<file path="src/rtl/march_pkg.sv">
package march_pkg;

    typedef enum logic [2:0] {
        CMD_NOP = 3'd0,
        CMD_ACT = 3'd1,
        CMD_RD  = 3'd2,
        CMD_WR  = 3'd3,
        CMD_PRE = 3'd4,
        CMD_REF = 3'd5
    } mcmd_e;

    typedef enum logic [1:0] {
        PH_IDLE,
        PH_CELL,
        PH_PAUSE,
        PH_REF
    } phase_e;

    localparam logic [1:0] LAST_SWEEP = 2'd2;

    // Index of the final slot of one cell operation in a given sweep.
    function automatic logic [2:0] last_slot(input logic [1:0] sweep);
        return (sweep == 2'd0) ? 3'd4 : 3'd5;
    endfunction

    // Command issued in a given slot of a cell operation.
    function automatic mcmd_e slot_cmd(input logic [1:0] sweep, input logic [2:0] slot);
        if (sweep == 2'd0) begin
            case (slot)
                3'd0:    return CMD_ACT;
                3'd2:    return CMD_WR;
                3'd3:    return CMD_PRE;
                default: return CMD_NOP;
            endcase
        end else begin
            case (slot)
                3'd0:    return CMD_ACT;
                3'd2:    return CMD_RD;
                3'd3:    return CMD_WR;
                3'd4:    return CMD_PRE;
                default: return CMD_NOP;
            endcase
        end
    endfunction

    function automatic logic writes_ones(input logic [1:0] sweep);
        return sweep == 2'd1;
    endfunction

    function automatic logic expects_ones(input logic [1:0] sweep);
        return sweep == 2'd2;
    endfunction

endpackage

</file>
<file path="src/rtl/march_addr_gen.sv">
module march_addr_gen #(
    parameter int ROW_W    = 4,
    parameter int COL_W    = 3,
    parameter bit SCRAMBLE = 1'b0,
    localparam int ADDR_W  = ROW_W + COL_W
) (
    input  logic              clk,
    input  logic              rst,
    input  logic              clear,
    input  logic              advance,
    input  logic [ADDR_W-1:0] step,
    input  logic              fast_row,
    output logic [ROW_W-1:0]  row,
    output logic [COL_W-1:0]  col
);

    logic [ADDR_W-1:0] idx;
    logic [ROW_W-1:0]  row_lin;

    // Linear index wraps naturally modulo 2^ADDR_W.
    always_ff @(posedge clk) begin
        if (rst || clear) begin
            idx <= '0;
        end else if (advance) begin
            idx <= idx + step;
        end
    end

    always_comb begin
        if (fast_row) begin
            row_lin = idx[ROW_W-1:0];
            col     = idx[ADDR_W-1:ROW_W];
        end else begin
            col     = idx[COL_W-1:0];
            row_lin = idx[ADDR_W-1:COL_W];
        end
    end

    generate
        if (SCRAMBLE) begin : g_scramble
            assign row = row_lin ^ (row_lin >> 1);
        end else begin : g_plain
            assign row = row_lin;
        end
    endgenerate

endmodule

</file>
<file path="src/rtl/march_lat_pipe.sv">
module march_lat_pipe #(
    parameter int DATA_W = 8,
    parameter int CL_MAX = 4,
    localparam int CL_W  = $clog2(CL_MAX + 1)
) (
    input  logic              clk,
    input  logic              rst,
    input  logic              push,
    input  logic [DATA_W-1:0] push_data,
    input  logic [CL_W-1:0]   cas_lat,
    output logic              valid,
    output logic [DATA_W-1:0] data
);

    logic              vld [CL_MAX];
    logic [DATA_W-1:0] dat [CL_MAX];
    int unsigned       sel;

    generate
        for (genvar g = 0; g < CL_MAX; g++) begin : g_stage
            if (g == 0) begin : g_head
                always_ff @(posedge clk) begin
                    if (rst) vld[0] <= 1'b0;
                    else     vld[0] <= push;
                    dat[0] <= push_data;
                end
            end else begin : g_body
                always_ff @(posedge clk) begin
                    if (rst) vld[g] <= 1'b0;
                    else     vld[g] <= vld[g-1];
                    dat[g] <= dat[g-1];
                end
            end
        end
    endgenerate

    // Latency clamped into 1..CL_MAX.
    always_comb begin
        if (cas_lat == '0)                    sel = 0;
        else if (int'(cas_lat) > CL_MAX)      sel = CL_MAX - 1;
        else                                  sel = int'(cas_lat) - 1;
        valid = 1'b0;
        data  = '0;
        for (int i = 0; i < CL_MAX; i++) begin
            if (sel == i) begin
                valid = vld[i];
                data  = dat[i];
            end
        end
    end

endmodule

</file>
<file path="src/rtl/march_ctrl.sv">
module march_ctrl
    import march_pkg::*;
#(
    parameter int ROW_W   = 4,
    parameter int COL_W   = 3,
    parameter int BANK_W  = 2,
    parameter int DIS_W   = 16,
    parameter int REF_W   = 16,
    parameter int CL_W    = 3,
    localparam int ADDR_W = ROW_W + COL_W
) (
    input  logic              clk,
    input  logic              rst,
    input  logic              start,
    input  logic [ADDR_W-1:0] step_in,
    input  logic              fast_row_in,
    input  logic              pause_en_in,
    input  logic [DIS_W-1:0]  pause_len_in,
    input  logic [REF_W-1:0]  ref_period_in,
    input  logic [CL_W-1:0]   cas_in,
    input  logic [BANK_W-1:0] bank_in,
    output phase_e            phase_o,
    output logic [1:0]        sweep_o,
    output logic [2:0]        slot_o,
    output logic              addr_clear,
    output logic              addr_advance,
    output logic [ADDR_W-1:0] step_o,
    output logic              fast_row_o,
    output logic [CL_W-1:0]   cas_o,
    output logic [BANK_W-1:0] bank_o,
    output logic [ROW_W-1:0]  ref_row_o,
    output logic              done_o,
    output logic              step_err_o
);

    phase_e            phase;
    logic [1:0]        sweep;
    logic [2:0]        slot;
    logic [ADDR_W-1:0] cell_cnt;
    logic [DIS_W-1:0]  pause_cnt;
    logic [REF_W-1:0]  ref_cnt;
    logic [ROW_W-1:0]  ref_row;
    logic              step_err;

    logic [ADDR_W-1:0] step_q;
    logic              fast_row_q;
    logic              pause_en_q;
    logic [DIS_W-1:0]  pause_len_q;
    logic [REF_W-1:0]  ref_per_q;
    logic [CL_W-1:0]   cas_q;
    logic [BANK_W-1:0] bank_q;

    logic   cell_end, last_cell, ref_due, pause_on;
    phase_e after_bnd;

    always_comb begin
        cell_end     = (phase == PH_CELL) && (slot == last_slot(sweep));
        last_cell    = &cell_cnt;
        ref_due      = (ref_per_q != '0) && (ref_cnt >= ref_per_q);
        pause_on     = pause_en_q && (pause_len_q != '0);
        after_bnd    = ref_due ? PH_REF : PH_CELL;
        done_o       = cell_end && last_cell && (sweep == LAST_SWEEP);
        addr_clear   = (phase == PH_IDLE) || (cell_end && last_cell);
        addr_advance = cell_end && !last_cell;
    end

    always_ff @(posedge clk) begin
        if (rst) begin
            phase       <= PH_IDLE;
            sweep       <= '0;
            slot        <= '0;
            cell_cnt    <= '0;
            pause_cnt   <= '0;
            ref_cnt     <= '0;
            ref_row     <= '0;
            step_err    <= 1'b0;
            step_q      <= '0;
            fast_row_q  <= 1'b0;
            pause_en_q  <= 1'b0;
            pause_len_q <= '0;
            ref_per_q   <= '0;
            cas_q       <= '0;
            bank_q      <= '0;
        end else begin
            case (phase)
                PH_IDLE: begin
                    if (start) begin
                        if (!step_in[0]) begin
                            step_err <= 1'b1;
                        end else begin
                            step_err    <= 1'b0;
                            step_q      <= step_in;
                            fast_row_q  <= fast_row_in;
                            pause_en_q  <= pause_en_in;
                            pause_len_q <= pause_len_in;
                            ref_per_q   <= ref_period_in;
                            cas_q       <= cas_in;
                            bank_q      <= bank_in;
                            phase       <= PH_CELL;
                            sweep       <= '0;
                            slot        <= '0;
                            cell_cnt    <= '0;
                            ref_cnt     <= '0;
                            ref_row     <= '0;
                        end
                    end
                end
                PH_CELL: begin
                    if (ref_cnt != '1) ref_cnt <= ref_cnt + 1'b1;
                    if (!cell_end) begin
                        slot <= slot + 3'd1;
                    end else begin
                        slot <= '0;
                        if (last_cell) begin
                            cell_cnt <= '0;
                            if (sweep == LAST_SWEEP) begin
                                phase <= PH_IDLE;
                            end else begin
                                sweep <= sweep + 2'd1;
                                if (pause_on) begin
                                    phase     <= PH_PAUSE;
                                    pause_cnt <= pause_len_q - 1'b1;
                                end else begin
                                    phase <= after_bnd;
                                end
                            end
                        end else begin
                            cell_cnt <= cell_cnt + 1'b1;
                            phase    <= after_bnd;
                        end
                    end
                end
                PH_PAUSE: begin
                    if (ref_cnt != '1) ref_cnt <= ref_cnt + 1'b1;
                    if (pause_cnt == '0) phase <= after_bnd;
                    else                 pause_cnt <= pause_cnt - 1'b1;
                end
                PH_REF: begin
                    ref_cnt <= '0;
                    ref_row <= ref_row + 1'b1;
                    phase   <= PH_CELL;
                end
                default: phase <= PH_IDLE;
            endcase
        end
    end

    assign phase_o    = phase;
    assign sweep_o    = sweep;
    assign slot_o     = slot;
    assign step_o     = step_q;
    assign fast_row_o = fast_row_q;
    assign cas_o      = cas_q;
    assign bank_o     = bank_q;
    assign ref_row_o  = ref_row;
    assign step_err_o = step_err;

endmodule

</file>
<file path="src/rtl/march_seq.sv">
module march_seq
    import march_pkg::*;
#(
    parameter int ROW_W    = 4,
    parameter int COL_W    = 3,
    parameter int BANK_W   = 2,
    parameter int DATA_W   = 8,
    parameter int CL_MAX   = 4,
    parameter int DIS_W    = 16,
    parameter int REF_W    = 16,
    parameter bit SCRAMBLE = 1'b0,
    localparam int ADDR_W  = ROW_W + COL_W,
    localparam int CL_W    = $clog2(CL_MAX + 1)
) (
    input  logic              clk,
    input  logic              rst,
    input  logic              start,
    input  logic [ADDR_W-1:0] step,
    input  logic              fast_row,
    input  logic              pause_en,
    input  logic [DIS_W-1:0]  pause_len,
    input  logic [REF_W-1:0]  ref_period,
    input  logic [CL_W-1:0]   cas_lat,
    input  logic [BANK_W-1:0] bank_sel,
    output logic [2:0]        cmd,
    output logic [BANK_W-1:0] bank,
    output logic [ROW_W-1:0]  row,
    output logic [COL_W-1:0]  col,
    output logic [DATA_W-1:0] wdata,
    output logic [DATA_W-1:0] exp_data,
    output logic              exp_valid,
    output logic              busy,
    output logic              done,
    output logic              step_err
);

    phase_e            phase;
    logic [1:0]        sweep;
    logic [2:0]        slot;
    logic              addr_clear, addr_advance;
    logic [ADDR_W-1:0] step_q;
    logic              fast_row_q;
    logic [CL_W-1:0]   cas_q;
    logic [BANK_W-1:0] bank_q;
    logic [ROW_W-1:0]  ref_row;
    logic [ROW_W-1:0]  cell_row;
    logic [COL_W-1:0]  cell_col;
    mcmd_e             cmd_e;
    logic              rd_push;
    logic [DATA_W-1:0] rd_word;

    march_ctrl #(
        .ROW_W (ROW_W),
        .COL_W (COL_W),
        .BANK_W(BANK_W),
        .DIS_W (DIS_W),
        .REF_W (REF_W),
        .CL_W  (CL_W)
    ) u_ctrl (
        .clk          (clk),
        .rst          (rst),
        .start        (start),
        .step_in      (step),
        .fast_row_in  (fast_row),
        .pause_en_in  (pause_en),
        .pause_len_in (pause_len),
        .ref_period_in(ref_period),
        .cas_in       (cas_lat),
        .bank_in      (bank_sel),
        .phase_o      (phase),
        .sweep_o      (sweep),
        .slot_o       (slot),
        .addr_clear   (addr_clear),
        .addr_advance (addr_advance),
        .step_o       (step_q),
        .fast_row_o   (fast_row_q),
        .cas_o        (cas_q),
        .bank_o       (bank_q),
        .ref_row_o    (ref_row),
        .done_o       (done),
        .step_err_o   (step_err)
    );

    march_addr_gen #(
        .ROW_W   (ROW_W),
        .COL_W   (COL_W),
        .SCRAMBLE(SCRAMBLE)
    ) u_addr (
        .clk     (clk),
        .rst     (rst),
        .clear   (addr_clear),
        .advance (addr_advance),
        .step    (step_q),
        .fast_row(fast_row_q),
        .row     (cell_row),
        .col     (cell_col)
    );

    always_comb begin
        busy  = (phase != PH_IDLE);
        cmd_e = CMD_NOP;
        row   = '0;
        col   = '0;
        case (phase)
            PH_CELL: begin
                cmd_e = slot_cmd(sweep, slot);
                row   = cell_row;
                col   = cell_col;
            end
            PH_REF: begin
                cmd_e = CMD_REF;
                row   = ref_row;
            end
            default: ;
        endcase
        bank    = busy ? bank_q : '0;
        wdata   = (cmd_e == CMD_WR && writes_ones(sweep)) ? '1 : '0;
        rd_push = (cmd_e == CMD_RD);
        rd_word = expects_ones(sweep) ? '1 : '0;
    end

    assign cmd = cmd_e;

    march_lat_pipe #(
        .DATA_W(DATA_W),
        .CL_MAX(CL_MAX)
    ) u_pipe (
        .clk      (clk),
        .rst      (rst),
        .push     (rd_push),
        .push_data(rd_word),
        .cas_lat  (cas_q),
        .valid    (exp_valid),
        .data     (exp_data)
    );

endmodule

</file>
<file path="config.mk">
export PLATFORM = sky130hd
export DESIGN_NAME = march_seq
export DESIGN_NICKNAME = d
export VERILOG_FILES = /design/src/rtl/march_pkg.sv /design/src/rtl/march_addr_gen.sv /design/src/rtl/march_lat_pipe.sv /design/src/rtl/march_ctrl.sv /design/src/rtl/march_seq.sv
export SDC_FILE = /design/constraint.sdc
export NUM_CORES = 1
export LEC_CHECK = 0
export CORE_UTILIZATION = 47
export DETAILED_ROUTE_END_ITERATION = 8
export DONT_BUFFER_PORTS = 1
export HOLD_SLACK_MARGIN = 0.1
export PLACE_DENSITY = 0.66
export SYNTH_ARGS = -nofsm -noshare
export SYNTH_HDL_FRONTEND = slang
export SYNTH_SLANG_ARGS = --single-unit
</file>
<file path="constraint.sdc">
create_clock -name clk -period 4.2 [get_ports clk]
set_input_delay 0.42 -clock clk [delete_from_list [all_inputs] [get_ports clk]]
set_output_delay 0.42 -clock clk [all_outputs]
set_load 0.03 [all_outputs]
</file>
==> parameters.txt, run 1 <==
Parameter                              Value

Outcome
  Status    completed

Floorplan
  Number of rows in the core area    42
  Die Width    119 um
  Die Y    119 um
  Die area    14200 um^2
  I/O pin count    81
  Effective utilization at floorplan    48.4%
  Core box area    13300 um^2

Critical path
  Internal reg-to-reg setup slack    780 ps
  Data arrival time of the worst path    3660 ps
  Endpoint type of the worst setup path    flop
  Worst r2r src    u_ctrl.phase_o[0]$_SDFFE_PP0P_
  Nature of the critical path startpoint    flop
  Cells traversed along the worst timing path    inv_1 > ha_2 > mux2i_1 > ha_1 > nor4b_1 > o21ai_0 > nor3_1 > mux2_2 > o21ai_0 > a31oi_1
  Critical path required time    4440 ps
  Kind of critical path    flop to flop
  Maximum single-stage delay on the critical path    560 ps
  Count of buffer and inverter cells on the critical path    1
  RR Endpoint    u_ctrl.pause_cnt[14]$_SDFFE_PP0P_
  Family with the most delay on the worst path    simple AND/OR/NAND/NOR gates
  Master of the slowest instance on the critical path    sky130_fd_sc_hd__nor4b_1
  Crit path max fanout    18
  Number of cells traversed by the worst register-to-register path    10
  Cell seen most often among critical-path stages    sky130_fd_sc_hd__o21ai_0

Cells and area
  FF+latch area    2240 um^2
  Synth-to-layout area growth    6.03%
  Filler cells    1268
  Area of the multi-input gates    3820 um^2
  Most used cells in the layout excluding fill and tap cells    130 x sky130_fd_sc_hd__nand2_1, 112 x sky130_fd_sc_hd__dfxtp_1, 85 x sky130_fd_sc_hd__a21oi_1
  Most common library cell in the layout ignoring fill and taps    sky130_fd_sc_hd__nand2_1
  Share of cells above drive strength 1    6.20%
  Nets    875
  Antenna diode count    0
  Final design instance area without fill    6820 um^2

Worst hold path
  HP Start    rst
  Worst-case hold path end point    u_ctrl.bank_o[0]$_SDFFE_PP0P_
  Hold Path Class    input pin to flop
  Number of cells on the worst hold path    1

Logic synthesis
  Count of distinct cell types in the synthesized netlist    71
  Share of flip-flops with an asynchronous set or reset    0%
  Synthesized Nets    904
  Cell types with the largest area share after synthesis    sky130_fd_sc_hd__dfxtp_1 35%, sky130_fd_sc_hd__ha_1 7.8%, sky130_fd_sc_hd__nand2_1 7.6%
  Area of the mapped netlist    6440 um^2
  Avg Synthesized Cell Area    7.91 um^2
  Fraction of synthesized cell area taken by the top area cell type    34.8%
  Sequential share of the synthesized area    34.8%
  Most used DFF post-synth    sky130_fd_sc_hd__dfxtp_1
  Number of synthesis warnings    0
  Number of synthesized flops with an enable pin    0
  Synth area leader    sky130_fd_sc_hd__dfxtp_1
  Post-synthesis sequential element count    112
  Number of standard cells after synthesis    814

CTS
  Post-CTS clock slew at the launch and capture registers of the worst setup and hold paths    70 ps
  Number of buffers inserted by hold repair at cts    0
  Max Buffers Root-to-Sink    2
  CTS tree    built
  H-Tree Level Count    3
  Clock root cell    sky130_fd_sc_hd__clkbuf_16
  CTS resizes    0
  Insertion delay to the later sink of the worst-skew pair    360 ps
  Clock buffers created by TritonCTS    9
  Number of buffers inserted by post-CTS setup repair    0
  Clock sinks    112

Route
  Vias after detailed routing    5542
  ANT nets after route    0
  Drt via density    5.74
  Drt first pass iters    5
  Number of design rule violations left after detail routing    0
  Final wirelength    14700 um
  DRC marker count from the first detailed-route iteration    286
  Average wire per cell in the routed design    15.2 um

Global route
  Total global routing track utilization    21.2%
  Maximum number of pins on one net before global-route repair    84
  Vias in the first global route    5236
  Total global routing overflow    0
  Wire length of the first global-routing pass    24400 um
  Number of antenna violations at the first check in global routing    0

STA
  Number of failing setup endpoints in the final timing report    0
  Max-Slew Margin vs Limit    21.1%
  Final count of pins violating max slew    0
  Transition time at the pin with the least slew margin    1180 ps
  Worst setup margin    783 ps
  Highest clock frequency the design can meet    293 MHz
  Post-route minimum period    3420 ps
  Final Hold Fails    0
  Hold slack final    140 ps
  Final clock skew    6.22 ps
  Final period util    81.4%
  Unrepaired setup endpoints after global routing    no
  Total Negative Setup Slacks    0 ps

Placement
  Routability Congestion    0.859
  Cell Area, Placed    6520 um^2
  Count of buffers from port buffering    0
  Worst setup slack before clock tree synthesis    872 ps
  HPWL after detailed placement    10700 um

Power
  Static leakage    2.42 nW
  Maximum VDD drop    305 uV
  Power per unit of standard cell area    378 nW/um^2
  Power consumption    2.58 mW

Flow run
  Count of max-cap constraint violations    0
==> registers in the layout (all words and copies together), names as in the netlist <==
register and cells:
u_ctrl.phase_o 2, u_ctrl.step_err_o 1, u_ctrl.pause_en_q 1, u_ctrl.pause_len_q 16
u_ctrl.ref_per_q 16, u_ctrl.fast_row_o 1, u_ctrl.ref_cnt 16, u_ctrl.pause_cnt 16
u_ctrl.slot_o 3, u_ctrl.cas_o 3, u_addr.idx 7, u_ctrl.bank_o 2
u_ctrl.cell_cnt 7, u_ctrl.sweep_o 2, u_pipe.vld 4, u_ctrl.step_o 7
u_ctrl.ref_row_o 4, u_pipe.dat 4
==> cells in the mapped netlist (4+ instances only) <==
cell type                    n
sky130_fd_sc_hd__a211oi_1    7
sky130_fd_sc_hd__a21o_1      6
sky130_fd_sc_hd__a21oi_1    85
sky130_fd_sc_hd__a22o_1      4
sky130_fd_sc_hd__a31oi_1    10
sky130_fd_sc_hd__and2_1      5
sky130_fd_sc_hd__buf_4      14
sky130_fd_sc_hd__clkbuf_1   30
sky130_fd_sc_hd__dfxtp_1   112
sky130_fd_sc_hd__ha_1       40
sky130_fd_sc_hd__inv_1      40
sky130_fd_sc_hd__mux2_2      6
sky130_fd_sc_hd__mux2i_1    19
sky130_fd_sc_hd__nand2_1   130
sky130_fd_sc_hd__nand2b_1    7
sky130_fd_sc_hd__nand3_1    17
sky130_fd_sc_hd__nand3b_1    4
sky130_fd_sc_hd__nand4_1    15
sky130_fd_sc_hd__nor2_1     69
sky130_fd_sc_hd__nor2b_1    21
sky130_fd_sc_hd__nor3_1     20
sky130_fd_sc_hd__nor3b_1     7
sky130_fd_sc_hd__nor4_1      6
sky130_fd_sc_hd__nor4b_1     4
sky130_fd_sc_hd__o211ai_1    5
sky130_fd_sc_hd__o21a_1      5
sky130_fd_sc_hd__o21ai_0    33
sky130_fd_sc_hd__or3_1       7
sky130_fd_sc_hd__xnor2_1     7
sky130_fd_sc_hd__xor2_1     13
==> worst max path at each step <==
stage	start	slack, ps	cells after the start	end
5_1_grt	u_ctrl.phase_o[0]$_SDFFE_PP0P_	450	10	u_ctrl.pause_cnt[14]$_SDFFE_PP0P_
3_5_place_dp	u_ctrl.phase_o[0]$_SDFFE_PP0P_	870	10	u_ctrl.pause_cnt[14]$_SDFFE_PP0P_
2_1_floorplan	u_ctrl.phase_o[0]$_SDFFE_PP0P_	460	14	u_ctrl.pause_cnt[14]$_SDFFE_PP0P_
4_1_cts	u_ctrl.sweep_o[0]$_SDFFE_PP0P_	800	7	wdata[0]
3_3_place_gp	u_ctrl.phase_o[0]$_SDFFE_PP0P_	1070	10	u_ctrl.pause_cnt[14]$_SDFFE_PP0P_
6_report	u_ctrl.phase_o[0]$_SDFFE_PP0P_	780	10	u_ctrl.pause_cnt[14]$_SDFFE_PP0P_
==> logic make-up after synthesis <==
logic type | synth area share, %
buffers and inverters | 6.07
AOI/OAI and AO/OA | 18.7
xor gates and xnor gates | 2.97
muxes | 4.00
and+or+nand+nor | 25.4
DFF | 34.8
adders and majority gates | 8.09
==> layer usage <==
metal,share of wire [%],global-route usage [%],wire (um)
met3,4.4,5.12,647
met1,48,27.3,7010
met5,0,0,0
met2,46,34.9,6810
met4,1.5,6.41,218
==> layout make-up <==
class | count | area share (%)
Clock buffer | 10 | 3.50
Clock inverter | 6 | 0.972
Inverter | 40 | 2.20
Multi-Input combinational cell | 613 | 56.0
Sequential cell | 112 | 32.9
Tap cell | 176 | 3.23
Timing Repair Buffer | 9 | 1.28
==> where the power goes <==
group	total (mW)	switching [mW]	internal, mW
combinational	0.497	0.305	0.192
sequential	1.19	0.0718	1.12
clock	0.892	0.409	0.483
==> through the flow <==
step                util [%]  std cells
global route            51.3        966
CTS                     51.3        966
floorplan                  -        814
global placement        49.0        950
finish                  51.3        966
detailed placement      49.0        950
No activity file was read; power rests on OpenSTA's default activity.
==> run 2, diff against run 1 <==
--- a/config.mk
+++ b/config.mk
@@ -9,7 +9,7 @@
 export DETAILED_ROUTE_END_ITERATION = 8
 export DONT_BUFFER_PORTS = 1
 export HOLD_SLACK_MARGIN = 0.1
-export PLACE_DENSITY = 0.66
+export PLACE_DENSITY = 0.68
 export SYNTH_ARGS = -nofsm -noshare
 export SYNTH_HDL_FRONTEND = slang
 export SYNTH_SLANG_ARGS = --single-unit
==> constraint.sdc (replaced) <==
create_clock -name clk -period 2.95 [get_ports clk]
set_input_delay 0.295 -clock clk [delete_from_list [all_inputs] [get_ports clk]]
set_output_delay 0.295 -clock clk [all_outputs]
set_load 0.03 [all_outputs]
==> parameters.txt, run 2 (same netlist as run 1, synthesis figures left out) <==
Parameter                              Value

Outcome
  Status    completed

CTS
  Insertion delay to the later sink of the worst-skew pair    360 ps (about the same)
  Clock sinks    112 (unchanged)
  Max Buffers Root-to-Sink    2 (unchanged)
  Post-CTS clock slew at the launch and capture registers of the worst setup and hold paths    70 ps (about the same)
  CTS tree    built
  Clock root cell    sky130_fd_sc_hd__clkbuf_16
  H-Tree Level Count    3 (unchanged)
  Clock buffers created by TritonCTS    9 (unchanged)

Route
  Vias after detailed routing    5800 (+4.7%)
  Drt via density    5.70 (-0.69%)
  DRC marker count from the first detailed-route iteration    351 (+23%)
  Number of design rule violations left after detail routing    0 (unchanged)
  Drt first pass iters    5 (unchanged)
  Final wirelength    15600 um (+6.3%)
  Average wire per cell in the routed design    15.3 um (+0.87%)
  ANT nets after route    0 (unchanged)

Floorplan
  Die Width    119 um (unchanged)
  I/O pin count    81 (unchanged)
  Effective utilization at floorplan    48.4% (unchanged)
  Number of rows in the core area    42 (unchanged)
  Die area    14200 um^2 (unchanged)
  Core box area    13300 um^2 (unchanged)
  Die Y    119 um (unchanged)

Flow run
  Count of max-cap constraint violations    0 (unchanged)

Critical path
  Endpoint type of the worst setup path    output pin
  Data arrival time of the worst path    2490 ps (-1170 ps)
  Kind of critical path    flop to output pin
  Nature of the critical path startpoint    flop
  Internal reg-to-reg setup slack    240 ps (-540 ps)
  Crit path max fanout    11 (-7)
  Critical path required time    2650 ps (-1790 ps)

Power
  Internal    2.61 mW (+45%)
  Clock power frac    32.6% (-2.0 points)
  Static leakage    2.67 nW (+11%)
  Sequential fraction of design power    45.5% (-0.7 points)
  Power per unit of standard cell area    505 nW/um^2 (+33%)
  Switching Share    30.4% (-0.071 points)
  Total net switching power    1.14 mW (+45%)
  Comb power frac    21.9% (+2.6 points)
  Maximum VDD drop    285 uV (-6.4%)

Placement
  Routability Congestion    0.873 (+1.6%)
  Cells after DPL    958 (+0.84%)
  Worst setup slack before clock tree synthesis    125 ps (-747 ps)
  Count of buffers from port buffering    0 (unchanged)
  HPWL after detailed placement    11000 um (+2.8%)

Cells and area
  FF+latch area    2240 um^2 (unchanged)
  Share of cells above drive strength 1    7.36% (+1.2 points)
  Most common library cell in the layout ignoring fill and taps    sky130_fd_sc_hd__nand2_1
  Area of the multi-input gates    3870 um^2 (+1.4%)
  Antenna diode count    0 (unchanged)
  Most used cells in the layout excluding fill and tap cells    130 x sky130_fd_sc_hd__nand2_1, 112 x sky130_fd_sc_hd__dfxtp_1, 85 x sky130_fd_sc_hd__a21oi_1
  Number of standard cells in the final layout excluding fillers    1018 (+5.4%)
  Nets    929 (+6.2%)
  Synth-to-layout area growth    15.4%
  Filler cells    1224 (-3.5%)

STA
  Post-route minimum period    2780 ps
  Transition time at the pin with the least slew margin    792 ps (-389 ps)
  Final period util    94.3%
  Max-Slew Margin vs Limit    47.1% (+26 points)
  Final Hold Fails    0 (unchanged)
  Number of failing setup endpoints in the final timing report    0 (unchanged)
  Highest clock frequency the design can meet    360 MHz
  Final clock skew    5.49 ps (-0.723 ps)
  Unrepaired setup endpoints after global routing    no
  Total Negative Setup Slacks    0 ps (unchanged)
  Worst setup margin    169 ps (-614 ps)
  Final count of pins violating max slew    0 (unchanged)

Worst hold path
  Hold Path Class    input pin to flop

Global route
  Vias in the first global route    5557 (+6.1%)
  Total global routing track utilization    22.7% (+1.5 points)
  Wire length of the first global-routing pass    26000 um (+6.8%)
  Maximum number of pins on one net before global-route repair    80 (-4.8%)
  Total global routing overflow    0 (unchanged)
  Number of antenna violations at the first check in global routing    0 (unchanged)
## run 2: cell types whose count changed in the layout (fill, tap and decap cells not counted), sizes merged
cell         delta
clkinv          -1
dlygate4sd3    +43
inv             -2
clkbuf          +1
buf            +11
## run 2: final cells by class
class / instances / share of cell area, %
well taps: 176 / 2.96
clock inverters: 3 / 0.590
repair buffers: 63 / 8.86
clock buffers: 11 / 3.27
inverters: 40 / 2.02
flip-flops and latches: 112 / 30.2
multi-input cells: 613 / 52.1
## run 2: power by group through the flow
stage               clock [mW]  sequential [mW]  combinational (mW)
floorplan                    0             1.70               0.584
detailed placement           0             1.73               0.741
global route              1.30             1.72               0.907
finish                    1.22             1.70               0.822
CTS                       1.24             1.70               0.811
global placement             0             1.73               0.713
## run 2: worst max-delay path: stages, from the launching register on
cell                      delay [ps]
sky130_fd_sc_hd__dfxtp_1         330
sky130_fd_sc_hd__inv_1           110
sky130_fd_sc_hd__ha_2            240
sky130_fd_sc_hd__buf_4           180
sky130_fd_sc_hd__buf_4           180
sky130_fd_sc_hd__o21ai_0         120
sky130_fd_sc_hd__a21oi_1         130
sky130_fd_sc_hd__buf_4           180
sky130_fd_sc_hd__nand2_1         100
sky130_fd_sc_hd__nor3b_4         210
sky130_fd_sc_hd__buf_4           160
sky130_fd_sc_hd__buf_16          180
## run 2: final timing paths
kind	cells after the start	start	to
max	11	u_ctrl.phase_o[1]$_SDFFE_PP0P_	wdata[2]
min	2	ref_period[3]	u_ctrl.ref_per_q[3]$_SDFFE_PP0P_
max reg2reg	10	u_ctrl.phase_o[0]$_SDFFE_PP0P_	u_ctrl.pause_cnt[14]$_SDFFE_PP0P_
min reg2reg	0	u_pipe.dat[2][6]$_DFF_P_	u_pipe.dat[3][6]$_DFF_P_
## run 2: metal layers
layer | wire length (um) | track usage (%)
met4 | 251 | 9.18
met1 | 7130 | 28.7
met2 | 7550 | 38.3
met3 | 680 | 3.54
met5 | 0 | 0
## run 2: metrics by stage
step           total power, mW  cell area [um^2]  hold WS [ps]  utilization [%]
5_1_grt                   3.93              7430           104             55.9
6_report                  3.75              7430           117             55.9
2_1_floorplan             2.29              6500           323                -
3_3_place_gp              2.44              6660           330             50.1
4_1_cts                   3.75              7400           100             55.7
3_5_place_dp              2.48              6660           339             50.1
## run 2: timing repair
| item | in CTS | in global routing |
|---|---|---|
| setup buffers | 0 | 2 |
| endpoints found under the hold margin | 79 | 0 |
| resized for setup | 0 | 3 |
| setup endpoints to repair | 0 | 28 |
| hold buffers | 44 | 0 |
